### src/rtl/haz_fwd_pkg.sv
package haz_fwd_pkg;
  typedef enum logic [1:0] {
    SEL_RF  = 2'b00,
    SEL_WB  = 2'b01,
    SEL_MEM = 2'b10
  } fwd_sel_e;
endpackage

### src/rtl/hz_match.sv
module hz_match #(
  parameter int REG_W = 5
) (
  input  logic             we_i,
  input  logic [REG_W-1:0] rd_i,
  input  logic [REG_W-1:0] src_i,
  output logic             hit_o
);
  // register 0 is hardwired, never a producer
  assign hit_o = we_i && (rd_i != '0) && (rd_i == src_i);
endmodule

### src/rtl/hz_ex_fwd.sv
module hz_ex_fwd
  import haz_fwd_pkg::*;
#(
  parameter int REG_W = 5
) (
  input  logic [REG_W-1:0] src_i,
  input  logic [REG_W-1:0] mem_rd_i,
  input  logic             mem_we_i,
  input  logic             mem_ld_i,
  input  logic [REG_W-1:0] wb_rd_i,
  input  logic             wb_we_i,
  output fwd_sel_e         sel_o
);
  logic mem_hit, wb_hit;

  hz_match #(.REG_W(REG_W)) u_mem (.we_i(mem_we_i), .rd_i(mem_rd_i), .src_i(src_i), .hit_o(mem_hit));
  hz_match #(.REG_W(REG_W)) u_wb  (.we_i(wb_we_i),  .rd_i(wb_rd_i),  .src_i(src_i), .hit_o(wb_hit));

  always_comb begin
    if (mem_hit)     sel_o = mem_ld_i ? SEL_RF : SEL_MEM; // load data not ready yet
    else if (wb_hit) sel_o = SEL_WB;
    else             sel_o = SEL_RF;
  end
endmodule

### src/rtl/hz_stall.sv
module hz_stall #(
  parameter int REG_W = 5
) (
  input  logic [REG_W-1:0] id_rs1_i,
  input  logic [REG_W-1:0] id_rs2_i,
  input  logic             id_use_rs1_i,
  input  logic             id_use_rs2_i,
  input  logic             id_is_store_i,
  input  logic             id_is_branch_i,
  input  logic [REG_W-1:0] ex_rd_i,
  input  logic             ex_we_i,
  input  logic             ex_ld_i,
  input  logic [REG_W-1:0] mem_rd_i,
  input  logic             mem_we_i,
  input  logic             mem_ld_i,
  output logic             stall_o
);
  localparam int NSRC = 2;

  logic [REG_W-1:0] src [NSRC];
  logic [NSRC-1:0]  used, alu_used, ex_hit, mem_hit;

  assign src[0]      = id_rs1_i;
  assign src[1]      = id_rs2_i;
  assign used        = {id_use_rs2_i, id_use_rs1_i};
  // store data is bypassed in the memory stage, not an ALU operand
  assign alu_used    = {id_use_rs2_i & ~id_is_store_i, id_use_rs1_i};

  for (genvar g = 0; g < NSRC; g++) begin : g_src
    hz_match #(.REG_W(REG_W)) u_ex  (.we_i(ex_we_i), .rd_i(ex_rd_i), .src_i(src[g]), .hit_o(ex_hit[g]));
    hz_match #(.REG_W(REG_W)) u_mem (.we_i(mem_we_i & mem_ld_i), .rd_i(mem_rd_i), .src_i(src[g]), .hit_o(mem_hit[g]));
  end

  logic load_use, br_ex, br_mem;
  assign load_use = ex_ld_i && |(ex_hit & alu_used);
  assign br_ex    = id_is_branch_i && |(ex_hit & used);
  assign br_mem   = id_is_branch_i && |(mem_hit & used);
  assign stall_o  = load_use | br_ex | br_mem;
endmodule

### src/rtl/haz_fwd_unit.sv
module haz_fwd_unit
  import haz_fwd_pkg::*;
#(
  parameter int REG_W = 5
) (
  input  logic [REG_W-1:0] id_rs1_i,
  input  logic [REG_W-1:0] id_rs2_i,
  input  logic             id_use_rs1_i,
  input  logic             id_use_rs2_i,
  input  logic             id_is_store_i,
  input  logic             id_is_branch_i,
  input  logic [REG_W-1:0] ex_rs1_i,
  input  logic [REG_W-1:0] ex_rs2_i,
  input  logic [REG_W-1:0] ex_rd_i,
  input  logic             ex_we_i,
  input  logic             ex_is_load_i,
  input  logic [REG_W-1:0] mem_rd_i,
  input  logic             mem_we_i,
  input  logic             mem_is_load_i,
  input  logic             mem_is_store_i,
  input  logic [REG_W-1:0] mem_rs2_i,
  input  logic [REG_W-1:0] wb_rd_i,
  input  logic             wb_we_i,
  output logic [1:0]       fwd_a_o,
  output logic [1:0]       fwd_b_o,
  output logic             st_fwd_o,
  output logic             cmp_a_o,
  output logic             cmp_b_o,
  output logic             stall_o
);
  localparam int NSRC = 2;

  logic [REG_W-1:0] ex_src [NSRC];
  logic [REG_W-1:0] id_src [NSRC];
  fwd_sel_e         ex_sel [NSRC];
  logic [NSRC-1:0]  cmp_hit;
  logic             st_hit;

  assign ex_src[0] = ex_rs1_i;
  assign ex_src[1] = ex_rs2_i;
  assign id_src[0] = id_rs1_i;
  assign id_src[1] = id_rs2_i;

  for (genvar g = 0; g < NSRC; g++) begin : g_op
    hz_ex_fwd #(.REG_W(REG_W)) u_fwd (
      .src_i(ex_src[g]), .mem_rd_i(mem_rd_i), .mem_we_i(mem_we_i), .mem_ld_i(mem_is_load_i),
      .wb_rd_i(wb_rd_i), .wb_we_i(wb_we_i), .sel_o(ex_sel[g])
    );
    // write-back value reaches decode through write-before-read register file
    hz_match #(.REG_W(REG_W)) u_cmp (
      .we_i(mem_we_i & ~mem_is_load_i), .rd_i(mem_rd_i), .src_i(id_src[g]), .hit_o(cmp_hit[g])
    );
  end

  hz_match #(.REG_W(REG_W)) u_st (.we_i(wb_we_i), .rd_i(wb_rd_i), .src_i(mem_rs2_i), .hit_o(st_hit));

  hz_stall #(.REG_W(REG_W)) u_stall (
    .id_rs1_i(id_rs1_i), .id_rs2_i(id_rs2_i), .id_use_rs1_i(id_use_rs1_i), .id_use_rs2_i(id_use_rs2_i),
    .id_is_store_i(id_is_store_i), .id_is_branch_i(id_is_branch_i),
    .ex_rd_i(ex_rd_i), .ex_we_i(ex_we_i), .ex_ld_i(ex_is_load_i),
    .mem_rd_i(mem_rd_i), .mem_we_i(mem_we_i), .mem_ld_i(mem_is_load_i),
    .stall_o(stall_o)
  );

  assign fwd_a_o  = ex_sel[0];
  assign fwd_b_o  = ex_sel[1];
  assign cmp_a_o  = cmp_hit[0];
  assign cmp_b_o  = cmp_hit[1];
  assign st_fwd_o = mem_is_store_i & st_hit;
endmodule

### config.mk
export PLATFORM = sky130hd
export DESIGN_NAME = haz_fwd_unit
export DESIGN_NICKNAME = d
export VERILOG_FILES = /design/src/rtl/haz_fwd_pkg.sv /design/src/rtl/hz_match.sv /design/src/rtl/hz_ex_fwd.sv /design/src/rtl/hz_stall.sv /design/src/rtl/haz_fwd_unit.sv
export SDC_FILE = /design/constraint.sdc
export NUM_CORES = 1
export LEC_CHECK = 0
export CORE_MARGIN = 1
export CORE_UTILIZATION = 36
export DETAILED_ROUTE_END_ITERATION = 12
export GPL_ROUTABILITY_DRIVEN = 1
export PLACE_DENSITY = 0.9
export SLEW_MARGIN = 20
export SYNTH_ARGS = -nofsm -noshare
export SYNTH_HDL_FRONTEND = slang
export SYNTH_SLANG_ARGS = --single-unit
### constraint.sdc
create_clock -name vclk -period 3.99
set_clock_uncertainty 0.05 [all_clocks]
set_input_delay 0.399 -clock vclk [all_inputs]
set_output_delay 0.399 -clock vclk [all_outputs]
set_load 0.05 [all_outputs]
==> flow_summary_export.csv <==
group,metric,value,unit
worst_setup_path,critical_path.max_stage_delay,790,ps
detailed_routing,drc,0,
detailed_routing,wire_per_inst,13.7,um
detailed_routing,vias_per_cell,5.02,
synth,synth.cell_area,678,um^2
layout,seqCellArea,0,um^2
synth,synthesis.nets,140,
worst_setup_path,crit_path_end_kind,"output port",
floorplanning,rows,15,
synth,synth_top_area_cell,"xor2_1",
global_route,grt_max_degree,6,
placement,io_buffers,58,
worst_hold_path,hold_path.class,"primary input to output port",
worst_setup_path,cp_common_cell,"clkdlybuf4s50_1",
detailed_routing,totalWireLength,2310,um
synth,synthDistinctLibCells,21,
layout,diodes,0,
sta,relSlewSlack,66.5,%
placement,dp_hpwl,2130,um
layout,drive_gt1_share,3.50,%
floorplanning,core,1750,um^2
worst_setup_path,critPathKind,"primary input to output port",
sta,fmax,0.297,GHz
synth,syn_avg_cell_area,7.54,um^2
global_route,grt-ovfl-total,0,
synth,synth.most_common_cell,"xor2_1",
sta,worstMarginPinSlew,500,ps
floorplanning,die-area,2060,um^2
layout,multi_input_area,643,um^2
worst_setup_path,cp_cell_sequence,"clkdlybuf4s50_1 > xor2_1 > nor3_1 > nand3_1 > a211oi_1 > o32a_1 > clkdlybuf4s50_1",
global_route,grt_pass1_wl,3610,um
global_route,grt_pass1_vias,788,
worst_setup_path,cp_slowest_cell,"clkdlybuf4s50_1",
layout,clockBufferCount,0,
detailed_routing,drt_iter0_markers,14,
layout,syn_to_final_growth,85.6,%
floorplanning,initial_utilization,38.9,%
synth,synth_top_area_share,38.7,%
global_route,grt_use_total,23.6,%
floorplanning,fp.dieH,45.4,um
power,ir_worst_vdd,0.0587,mV
clock_network,holdBufCountCts,0,
worst_setup_path,startpoint_type,"primary input",
sta,finalSetupTns,0,ps
power,power.leakage,0.000434,uW
synth,yosys-top-cells-area,"xor2_1 (39%), xnor2_1 (19%), nor4_1 (5.5%), nor3_1 (4.4%), buf_2 (3.0%)",
layout,final_nets,195,
worst_hold_path,min_to,"st_fwd_o",
worst_setup_path,crit_arrival,2920,ps
synth,syn_inst,90,
detailed_routing,postRouteAntennaNets,0,
synth,ys_warn_count,0,
job,drv_cap,0,
layout,fillers,134,
worst_hold_path,whs_path_depth,4,
sta,rsz0062_at_grt,"false",
worst_setup_path,critPathMaxFanout,5,
sta,timing.final.crit_period,3370,ps
layout,nFlopsAndLatches,0,
status,status,"finished, final reports clean",
synth,ys_top_cells_by_count,"xor2_1 (30), xnor2_1 (15), nor3_1 (6), nor4_1 (6), nor2_1 (5)",
power,powerDensity,97.5,nW/um^2
clock_network,ctsResizeCount,0,
worst_hold_path,hold_start,"mem_is_store_i",
worst_setup_path,cp.required,3540,ps
sta,finalSetupViolCount,0,
floorplanning,io_pins,58,
global_route,antenna_found_initial,0,
detailed_routing,num_vias,843,
floorplanning,die_w,45.4,um
synth,ys_seq_area_share,0,%
placement,place_congestion,0.826,
layout,utilization,72.1,%
sta,fin_crit_sh,84.5,%
sta,slew_violations,0,
clock_network,postCtsSetupBuffers,0,
sta,hold_violations,0,
detailed_routing,drtPass1Iterations,4,
-- cells by family (layout without fill, tap and decap cells) --
logic type / count (synthesis) / in the layout / synth area share, %
AO/OA/AOI/OAI: 7 / 7 / 9.04
AND/OR/NAND/NOR: 32 / 32 / 27.7
buffers and inverters: 6 / 59 / 5.17
XOR/XNOR: 45 / 45 / 58.1
-- area by class of cell --
class	count	share of cell area [%]
Inverter	1	0.298
Multi-Input combinational cell	84	51.1
Tap cell	25	2.49
Timing Repair Buffer	58	46.1
-- power by group --
| part | switching, uW | internal, uW |
|---|---|---|
| clock | 0 | 0 |
| sequential | 0 | 0 |
| combinational | 50.9 | 71.8 |
| total | 50.9 | 71.8 |
-- metrics by stage --
| stage | hold slack, ps | cell area (um^2) | instances | setup WS (ps) | power [uW] |
|---|---|---|---|---|---|
| final | 1930 | 1260 | 168 | 618 | 123 |
| after global routing | 1970 | 1260 | 168 | 515 | 132 |
| after global placement | 1930 | 1260 | 168 | 702 | 119 |
| after CTS | 1930 | 1260 | 168 | 625 | 123 |
| after detailed placement | 1930 | 1260 | 168 | 632 | 123 |
| after floorplan | 924 | 678 | 90 | 1490 | 53.5 |
-- worst max-delay path: cells and delay by family --
| kind | cells | cell delay, ps |
|---|---|---|
| buf+inv | 2 | 1370 |
| compound gates | 2 | 510 |
| simple gates | 2 | 400 |
| xor+xnor | 1 | 240 |
-- placed cells by master, fill, tap and decap left out --
master / n
o21ai_4: 1
nand3_2: 2
nand4_1: 1
nor4_1: 6
nand3_1: 4
nand2_1: 3
xor2_1: 30
or4_4: 1
a211oi_1: 1
clkdlybuf4s50_1: 58
and4_1: 2
o21ai_0: 2
a21oi_1: 1
o211ai_2: 1
xnor2_1: 15
nor2_1: 5
nor3_1: 6
inv_1: 1
or4_1: 2
o32a_1: 1
-- layer usage --
metal  vias to the layer above  global-route usage, %  part of all wire [%]
met4                         0                   4.24                   1.3
met3                         4                   1.19                   2.9
li1                        421                      -                     -
met5                         -                      0                     0
met2                        23                   39.7                    52
met1                       395                   33.1                    44
-- how the worst max path moves through the flow --
stage	startpoint	to	slack [ps]	cells after the start
after floorplan	mem_rd_i[1]	cmp_a_o	1490	5
after global placement	mem_rd_i[3]	fwd_a_o[0]	700	7
after detailed placement	wb_rd_i[1]	fwd_a_o[0]	630	6
after CTS	wb_rd_i[1]	fwd_a_o[0]	620	6
after global routing	wb_rd_i[1]	fwd_a_o[0]	510	6
final	mem_rd_i[1]	stall_o	620	7
No activity file was read; power rests on OpenSTA's default activity.
